### src/rtl/pkh_pkg.sv
`timescale 1ns/1ps
// Package: pkh_pkg
// Shared defaults and the selector type for the extreme trackers of the
// peak hold monitor. Assumes two's-complement samples throughout.
package pkh_pkg;

    // Default sample width, timebase width and period-register width.
    localparam int unsigned DEF_SMP_W = 16;
    localparam int unsigned DEF_CNT_W = 24;
    localparam int unsigned DEF_PER_W = 12;

    // Which extreme a tracker instance follows.
    typedef enum logic [0:0] {
        TRACK_HI = 1'b0,
        TRACK_LO = 1'b1
    } trk_kind_e;

endpackage

### src/rtl/pkh_timebase.sv
`timescale 1ns/1ps
// Module: pkh_timebase
// Holds the user hold period and a free-running sample-rate timebase.
// It raises `match` combinationally on the enabled clock where the upper
// PER_W bits of the timebase equal a nonzero period. A period write
// restarts the timebase and masks any match on the same clock.
// Assumes CNT_W > PER_W.
module pkh_timebase #(
    parameter int unsigned CNT_W = pkh_pkg::DEF_CNT_W,
    parameter int unsigned PER_W = pkh_pkg::DEF_PER_W
) (
    input  logic             clk,
    input  logic             rst_n,
    input  logic             tick,
    input  logic             per_wr,
    input  logic [PER_W-1:0] per_in,
    output logic             match,
    output logic [CNT_W-1:0] cnt
);
    localparam int unsigned LO_W = CNT_W - PER_W;

    logic [PER_W-1:0] per_q;
    logic [CNT_W-1:0] cnt_q;
    logic             per_live;
    logic             hi_equal;

    // Decode whether the period is armed and the upper timebase bits match it.
    always_comb begin
        per_live = (per_q != '0);
        hi_equal = (cnt_q[CNT_W-1:LO_W] == per_q);
        match    = tick && !per_wr && per_live && hi_equal;
    end

    // Period register: loaded by a user write only.
    always_ff @(posedge clk) begin
        if (!rst_n) begin
            per_q <= '0;
        end else if (per_wr) begin
            per_q <= per_in;
        end
    end

    // Timebase: restart on write or match, otherwise advance on each tick.
    always_ff @(posedge clk) begin
        if (!rst_n) begin
            cnt_q <= '0;
        end else if (per_wr || match) begin
            cnt_q <= '0;
        end else if (tick) begin
            cnt_q <= cnt_q + 1'b1;
        end
    end

    assign cnt = cnt_q;

endmodule

### src/rtl/pkh_extreme.sv
`timescale 1ns/1ps
// Module: pkh_extreme
// Tracks one extreme (high or low, chosen by KIND) of a signed sample stream.
// `seed` loads the sample unconditionally. `clr` returns the value to zero
// when no sample is present. Otherwise the value moves only on a strictly
// better sample.
module pkh_extreme #(
    parameter int unsigned        SMP_W = pkh_pkg::DEF_SMP_W,
    parameter pkh_pkg::trk_kind_e KIND  = pkh_pkg::TRACK_HI
) (
    input  logic                    clk,
    input  logic                    rst_n,
    input  logic                    seed,
    input  logic                    clr,
    input  logic                    vld,
    input  logic signed [SMP_W-1:0] din,
    output logic signed [SMP_W-1:0] dout
);
    logic signed [SMP_W-1:0] val_q;
    logic                    better;

    // Pick the strict comparison that matches the tracked extreme.
    generate
        if (KIND == pkh_pkg::TRACK_HI) begin : g_hi
            assign better = (din > val_q);
        end else begin : g_lo
            assign better = (din < val_q);
        end
    endgenerate

    // Held value: seed, then clear, then strictly-better update.
    always_ff @(posedge clk) begin
        if (!rst_n) begin
            val_q <= '0;
        end else if (vld && seed) begin
            val_q <= din;
        end else if (clr) begin
            val_q <= '0;
        end else if (vld && better) begin
            val_q <= din;
        end
    end

    assign dout = val_q;

endmodule

### src/rtl/peak_hold_monitor.sv
`timescale 1ns/1ps
// Module: peak_hold_monitor
// Holds the signed maximum and minimum of a decimated sample stream. Both
// are cleared after a programmed number of 4096-sample steps. A clear
// restarts the timebase and produces a one-cycle `clr_pulse`.
// Assumes nyq_tick is a single-cycle enable at the sample rate.
module peak_hold_monitor #(
    parameter int unsigned SMP_W = pkh_pkg::DEF_SMP_W,
    parameter int unsigned CNT_W = pkh_pkg::DEF_CNT_W,
    parameter int unsigned PER_W = pkh_pkg::DEF_PER_W
) (
    input  logic                    clk,
    input  logic                    rst_n,
    input  logic                    nyq_tick,
    input  logic                    smp_vld,
    input  logic signed [SMP_W-1:0] smp_data,
    input  logic                    per_wr,
    input  logic [PER_W-1:0]        per_val,
    output logic signed [SMP_W-1:0] pk_max,
    output logic signed [SMP_W-1:0] pk_min,
    output logic                    clr_pulse
);
    logic             match_w;
    logic [CNT_W-1:0] cnt_w;
    logic             empty_q;
    logic             clr_q;
    logic             seed_w;

    pkh_timebase #(
        .CNT_W (CNT_W),
        .PER_W (PER_W)
    ) u_tb (
        .clk    (clk),
        .rst_n  (rst_n),
        .tick   (nyq_tick),
        .per_wr (per_wr),
        .per_in (per_val),
        .match  (match_w),
        .cnt    (cnt_w)
    );

    // A sample seeds both trackers when nothing is held or a clear is due.
    assign seed_w = empty_q || match_w;

    pkh_extreme #(
        .SMP_W (SMP_W),
        .KIND  (pkh_pkg::TRACK_HI)
    ) u_hi (
        .clk   (clk),
        .rst_n (rst_n),
        .seed  (seed_w),
        .clr   (match_w),
        .vld   (smp_vld),
        .din   (smp_data),
        .dout  (pk_max)
    );

    pkh_extreme #(
        .SMP_W (SMP_W),
        .KIND  (pkh_pkg::TRACK_LO)
    ) u_lo (
        .clk   (clk),
        .rst_n (rst_n),
        .seed  (seed_w),
        .clr   (match_w),
        .vld   (smp_vld),
        .din   (smp_data),
        .dout  (pk_min)
    );

    // Empty flag: set by reset or a clear, dropped by any accepted sample.
    always_ff @(posedge clk) begin
        if (!rst_n) begin
            empty_q <= 1'b1;
        end else if (smp_vld) begin
            empty_q <= 1'b0;
        end else if (match_w) begin
            empty_q <= 1'b1;
        end
    end

    // Clear marker: one cycle after the matching enable.
    always_ff @(posedge clk) begin
        if (!rst_n) begin
            clr_q <= 1'b0;
        end else begin
            clr_q <= match_w;
        end
    end

    assign clr_pulse = clr_q;

endmodule

### config.mk
export PLATFORM = sky130hd
export DESIGN_NAME = peak_hold_monitor
export DESIGN_NICKNAME = d
export VERILOG_FILES = /design/src/rtl/pkh_pkg.sv /design/src/rtl/pkh_timebase.sv /design/src/rtl/pkh_extreme.sv /design/src/rtl/peak_hold_monitor.sv
export SDC_FILE = /design/constraint.sdc
export NUM_CORES = 1
export LEC_CHECK = 0
export CAP_MARGIN = 10
export CORE_MARGIN = 2
export CORE_UTILIZATION = 44
export DETAILED_ROUTE_END_ITERATION = 12
export PLACE_DENSITY = 0.71
export SLEW_MARGIN = 20
export SYNTH_ARGS = -nofsm -noshare
export SYNTH_HDL_FRONTEND = slang
export SYNTH_SLANG_ARGS = --single-unit
export TNS_END_PERCENT = 5
### constraint.sdc
create_clock -name clk -period 2.75 [get_ports clk]
set_clock_uncertainty 0.1 [all_clocks]
set_input_delay 0.55 -clock clk [delete_from_list [all_inputs] [get_ports clk]]
set_output_delay 0.55 -clock clk [all_outputs]
set_load 0.01 [all_outputs]
==> results of run 1 <==
-- worst paths after layout --
check             slack, ps                       start                        end
hold / removal          380   u_hi.dout[6]$_SDFFE_PN0P_  u_hi.dout[6]$_SDFFE_PN0P_
setup reg to reg        200  u_hi.dout[15]$_SDFFE_PN0P_  u_hi.dout[7]$_SDFFE_PN0P_
setup / recovery         40                smp_data[11]  u_hi.dout[7]$_SDFFE_PN0P_
hold reg to reg         380   u_hi.dout[6]$_SDFFE_PN0P_  u_hi.dout[6]$_SDFFE_PN0P_
-- flip-flops by register name (all words and copies together) (netlist names) --
name	count
u_tb.cnt	24
u_hi.dout	16
u_lo.dout	16
u_tb.per_q	12
clr_pulse	1
empty_q	1
-- power breakdown --
group          leakage [nW]  internal, mW  switching [mW]
Clock                 0.108         0.532           0.409
Combinational          1.54         0.303           0.283
Sequential            0.573          1.07          0.0427
-- critical path, delay by kind of cell --
family	cells	cell delay, ps
AND/OR/NAND/NOR	2	320
AO/OA/AOI/OAI	2	640
adder cells (fa/ha/maj)	1	320
multiplexers	1	190
buffers and inverters	3	870
-- cell usage in the layout (no fill, tap or decap), drive strengths merged, types with 3 or more instances in the layout --
| master | n |
|---|---|
| clkbuf | 11 |
| o21ai | 4 |
| dfxtp | 70 |
| nor2 | 38 |
| a21o | 5 |
| and2 | 3 |
| clkdlybuf4s50 | 54 |
| xnor2 | 10 |
| and3 | 5 |
| nor4 | 6 |
| buf | 25 |
| nand4 | 9 |
| nand2 | 43 |
| dlymetal6s2s | 11 |
| o21a | 3 |
| ha | 32 |
| nand3 | 12 |
| a21oi | 12 |
| o32ai | 15 |
| mux2i | 29 |
| inv | 53 |
| and4 | 8 |
| xor2 | 24 |
-- through the flow --
step	worst slack, ps	util, %	TNS [ps]
floorplan	316	-	0
global route	-17.8	59.5	-60.1
global placement	-251	55.6	-7170
finish	41.9	59.5	0
CTS	60.9	58.1	0
detailed placement	-306	55.6	-8380
-- timing repair --
action | CTS | global route
hold endpoints to repair | 0 | 0
setup endpoints to repair | 0 | 26
gates resized for setup | 0 | 19
-- logic make-up (layout without fill, tap and decap cells) --
family / Yosys count / count (layout) / share of synthesized area, %
DFF: 70 / 70 / 35.4
AOI/OAI and AO/OA: 53 / 53 / 12.5
buffers and inverters: 69 / 160 / 7.86
and+or+nand+nor: 135 / 135 / 19.3
xor gates and xnor gates: 34 / 34 / 7.52
muxes: 29 / 29 / 7.33
adders and majority gates: 32 / 32 / 10.1
-- cell type report --
class / instances / area, um2 / area share [%]
Multi-Input combinational cell: 283 / 2320 / 44.7
Sequential cell: 70 / 1400 / 27.0
Timing Repair Buffer: 91 / 916 / 17.6
Inverter: 53 / 199 / 3.83
Clock buffer: 10 / 138 / 2.65
Tap cell: 108 / 135 / 2.60
Clock inverter: 6 / 85.1 / 1.64
-- metal layers --
metal  up-vias  global-route usage (%)  share of wire [%]
met5         -                       0                  0
met4         0                    8.22                2.1
met3        20                    3.33                4.3
met2        73                    33.6                 49
met1      1544                    23.4                 44
li1       1617                       -                  -
==> flow_summary.yaml, run 1 <==
global_route:
  grt_usage_pct: 19.3
  grt_pass1_vias: 3306
  antenna_found_initial: 0
  grt_pass1_wl_um: 15200
  grt_max_degree: 25
  gr-total-overflow: 0
flow_run:
  cap_viol_max_count: 0
setup_path:
  required_ps: 2940
  path_class: "input port to register"
  crit_arrival_ps: 2890
  critPathLaunchType: "input port"
  cp_cell_sequence: "clkdlybuf4s50_1, buf_4, ha_1, nand4_2, a21o_1, nor3b_4, o31ai_4, clkbuf_16, mux2i_1"
  slowest_delay_ps: 450
  cp_slowest_cell: "clkdlybuf4s50_1"
  cp_max_fo: 7
  reg2regPathDepth: 9
  critical_path.endpoint_type: "register"
logic_synthesis:
  syn_inst: 422
  yosysMostFrequentCell: "dfxtp_1"
  synth_top_area_share_pct: 35.4
  syn_area_um2: 3960
  ys_ff_latch: 70
  avgSynthCellArea_um2: 9.39
  yosysSeqAreaShare_pct: 35.4
  yosysWarnings: 0
  synth_edf_count: 0
  synth_largest_area_cell: "dfxtp_1"
  synth_flop_cell: "dfxtp_1"
  synth_common_cells: "70 x dfxtp_1, 53 x inv_1, 43 x nand2_1"
  ys_types: 51
  synth.area.top_cells: "dfxtp_1 35%, ha_1 10%, mux2i_1 7.3%"
  syn-num-nets: 487
  synthArstFlopShare_pct: 0
final_layout:
  fin_cells: 621
  layout-drive-gt1-share_pct: 16.6
  synthToLayoutAreaGrowth_pct: 31.1
  finish.instance_area_um2: 5190
  fill_cells: 735
  n_antenna_cell: 0
  fin_nets: 573
die:
  initial_core_util_pct: 45.4
  coreArea_um2: 8720
  die_y_um: 98.9
  fp-row-count: 34
  die_width_um: 98.9
  ios: 66
  dieArea_um2: 9780
sta:
  setup_viol: 0
  max_freq_mhz: 369
  hold_ws_ps: 383
  period_minus_slack_ps: 2710
  slew_headroom_pct: 39.4
  drv_slew: 0
  finalCritPeriodShare_pct: 98.5
  worstMarginPinSlew_ps: 906
  hold_viol_final: 0
place:
  gp_congestion: 0.831
  placed_area_um2: 4850
  numPortBuffers: 65
  hpwl_um: 7030
  dp.cells: 604
power_and_ir_drop:
  power_density_nw_per_um2: 508
  power.total_mw: 2.64
  power_leakage_nw: 2.22
  ir_drop_mv: 0.333
clock_tree:
  cts.path.max_buffers: 2
  holdBufCountCts: 0
  cts_root_buf: "clkbuf_8"
  htreeDepth: 3
  cts_sinks: 70
  clock_latency_ps: 360
  clkTransAtPathRegs_ps: 80
  cts_tree: "built"
  postCtsSetupRepairBufs: 0
  cts_buffers: 9
status:
  outcome: "complete, no violations"
detailed_routing:
  post_drt_wl_per_cell_um: 15.2
  drc: 0
  first_pass_iters: 4
  drtAntennaViolNets: 0
  via_per_inst: 5.24
  vias: 3254
  drt_iter0_markers: 82
  drt-total-wl_um: 9430
min_path:
  hp-class: "register to register"
  min_path_cells: 2
No activity file was read; power rests on OpenSTA's default activity.
==> inputs of run 2 (changes only) <==
Settings changed: CORE_ASPECT_RATIO set to 0.9, CTS_CLUSTER_DIAMETER set to 150.
==> run 2 against run 1 <==
- non-clock buffer count up 12
- routed wire length down 2.5%
- power up 2.0%
- highest routed layer unchanged
- critical path type unchanged
==> flow_summary.yaml, run 2 (synthesis gave the netlist of run 1 again) <==
setup_path:
  r2r_slack_ps: 290
  cp_max_fo: 4
  timing.critical_path.mode_cell: "buf_4"
  reg2reg_from: "u_lo.dout[1]$_SDFFE_PN0P_"
  path_class: "input port to register"
  critPathBufInv: 3
  cp_slowest_cell: "clkdlybuf4s50_1"
  cp_cell_sequence: "clkdlybuf4s50_1, ha_1, nand2_1, a211o_1, o211ai_1, buf_4, a211oi_1, a211o_4, buf_4, o32ai_1"
  required_ps: 2900
  critPathLaunchType: "input port"
  path_depth: 10
  reg2regPathDepth: 9
  slowest_delay_ps: 450
  crit_arrival_ps: 2820
  r2r-end: "u_lo.dout[5]$_SDFFE_PN0P_"
  critPathTopFamily: "compound AO/OA/AOI/OAI gates"
  critical_path.endpoint_type: "register"
sta:
  slew_headroom_pct: 41.4
  finalCritPeriodShare_pct: 96.8
  setup_viol: 0
  postLayoutSetupSlackWorst_ps: 86.7
  period_minus_slack_ps: 2660
  hold_viol_final: 0
  max_freq_mhz: 375
  worstMarginPinSlew_ps: 876
  drv_slew: 0
place:
  place_ws_ps: -296
  numPortBuffers: 65
  gp_congestion: 0.818
  dp.cells: 625
  hpwl_um: 6940
final_layout:
  fin_cells: 644
  layout.cells.most_common: "dfxtp_1"
  final_cell_mix: "70 x dfxtp_1, 65 x clkdlybuf4s50_1, 53 x inv_1"
  n_antenna_cell: 0
  layout-drive-gt1-share_pct: 17.3
  fill_cells: 771
  fin_nets: 585
  synthToLayoutAreaGrowth_pct: 31.4
  largest_reg_flops: 24
min_path:
  min_path_cells: 2
  holdPathEnd: "u_hi.dout[15]$_SDFFE_PN0P_"
  hp-class: "register to register"
  hp-start: "u_hi.dout[15]$_SDFFE_PN0P_"
die:
  dieArea_um2: 9780
  fp-row-count: 32
  ios: 66
  die_width_um: 104
  coreArea_um2: 8650
  initial_core_util_pct: 45.8
  die_y_um: 94.0
power_and_ir_drop:
  switchingPower_uw: 719
  switching_share_pct: 26.7
  power.total_mw: 2.69
  power_density_nw_per_um2: 517
  internal-power_mw: 1.97
  ir_drop_mv: 0.273
  p_clk_share_pct: 37.2
  p_seq_share_pct: 41.3
  combPwrFrac_pct: 21.5
  power_leakage_nw: 2.18
clock_tree:
  cts.path.max_buffers: 2
  clock_latency_ps: 350
  cts_buffers: 9
  cts_tree: "built"
  htreeDepth: 3
  cts_sinks: 70
  clkTransAtPathRegs_ps: 80
  holdBufCountCts: 0
  cts_root_buf: "clkbuf_8"
global_route:
  grt_usage_pct: 19.7
  grt_pass1_vias: 3221
  grt_pass1_wl_um: 15400
  gr-total-overflow: 0
  grt_max_degree: 25
  antenna_found_initial: 0
detailed_routing:
  drtAntennaViolNets: 0
  post_drt_wl_per_cell_um: 14.3
  vias: 3274
  drt_iter0_markers: 100
  drt-total-wl_um: 9200
  first_pass_iters: 4
  drc: 0
  via_per_inst: 5.08
status:
  outcome: "complete, no violations"
flow_run:
  cap_viol_max_count: 0
==> run 2: worst max path at each step <==
| stage | from | endpoint | slack [ps] |
|---|---|---|---|
| floorplan | smp_data[9] | u_hi.dout[10]$_SDFFE_PN0P_ | 320 |
| global placement | smp_data[1] | u_lo.dout[0]$_SDFFE_PN0P_ | -200 |
| detailed placement | smp_data[1] | u_lo.dout[0]$_SDFFE_PN0P_ | -300 |
| CTS | smp_data[1] | u_lo.dout[0]$_SDFFE_PN0P_ | 50 |
| global route | smp_data[7] | u_lo.dout[5]$_SDFFE_PN0P_ | -30 |
| finish | smp_data[7] | u_lo.dout[5]$_SDFFE_PN0P_ | 90 |
==> run 2: per-stage QoR <==
step                      hold WS, ps  setup TNS (ps)  utilization, %  area, um2
after detailed placement          365           -6840            56.9       4920
after CTS                         377               0            59.7       5160
after global routing              392           -34.6            60.2       5200
final                             376               0            60.2       5200
after global placement            364           -5150            56.9       4920
after floorplan                   363               0               -       3960
==> run 2: final cells by class <==
| class | instances | area [um2] | area share, % |
|---|---|---|---|
| multi-input cells | 283 | 2260 | 43.4 |
| flip-flops and latches | 70 | 1400 | 26.9 |
| repair buffers | 103 | 961 | 18.5 |
| inverters | 53 | 199 | 3.82 |
| well taps | 119 | 149 | 2.86 |
| clock buffers | 10 | 128 | 2.45 |
| clock inverters | 6 | 110 | 2.12 |
==> run 2: metal layers <==
layer  wire length [um]  GRT usage, %
met1               4310          25.7
met2               4250          31.9
met3                531          6.03
met4                110          4.95
met5                  0             0
==> run 2: timing repair <==
item	CTS	global route
resized for setup	0	1
hold endpoints to repair	0	0
endpoints found under the setup margin	0	1
setup buffers	0	3
==> run 2: worst register-to-register path, cell delays in order (launching register included) <==
cell and delay, ps:
dfxtp_1 390, inv_1 90, ha_1 270, a2111oi_0 440
o211ai_1 170, buf_4 170, a211oi_1 300, a211o_4 200
buf_4 140, o32ai_1 70
==> run 2: power by group through the flow <==
| stage | registers [mW] | clock network, mW | logic (mW) |
|---|---|---|---|
| floorplan | 1.14 | 0 | 0.301 |
| global placement | 1.13 | 0 | 0.548 |
| detailed placement | 1.13 | 0 | 0.561 |
| CTS | 1.11 | 1.02 | 0.568 |
| global route | 1.12 | 1.06 | 0.635 |
| finish | 1.11 | 1.00 | 0.580 |
==> inputs of run 3 (changes only) <==
Settings changed: ABC_AREA set to 0.
==> results of run 3 <==
No change in the layout: final DEF, timing and power equal those of run 2.
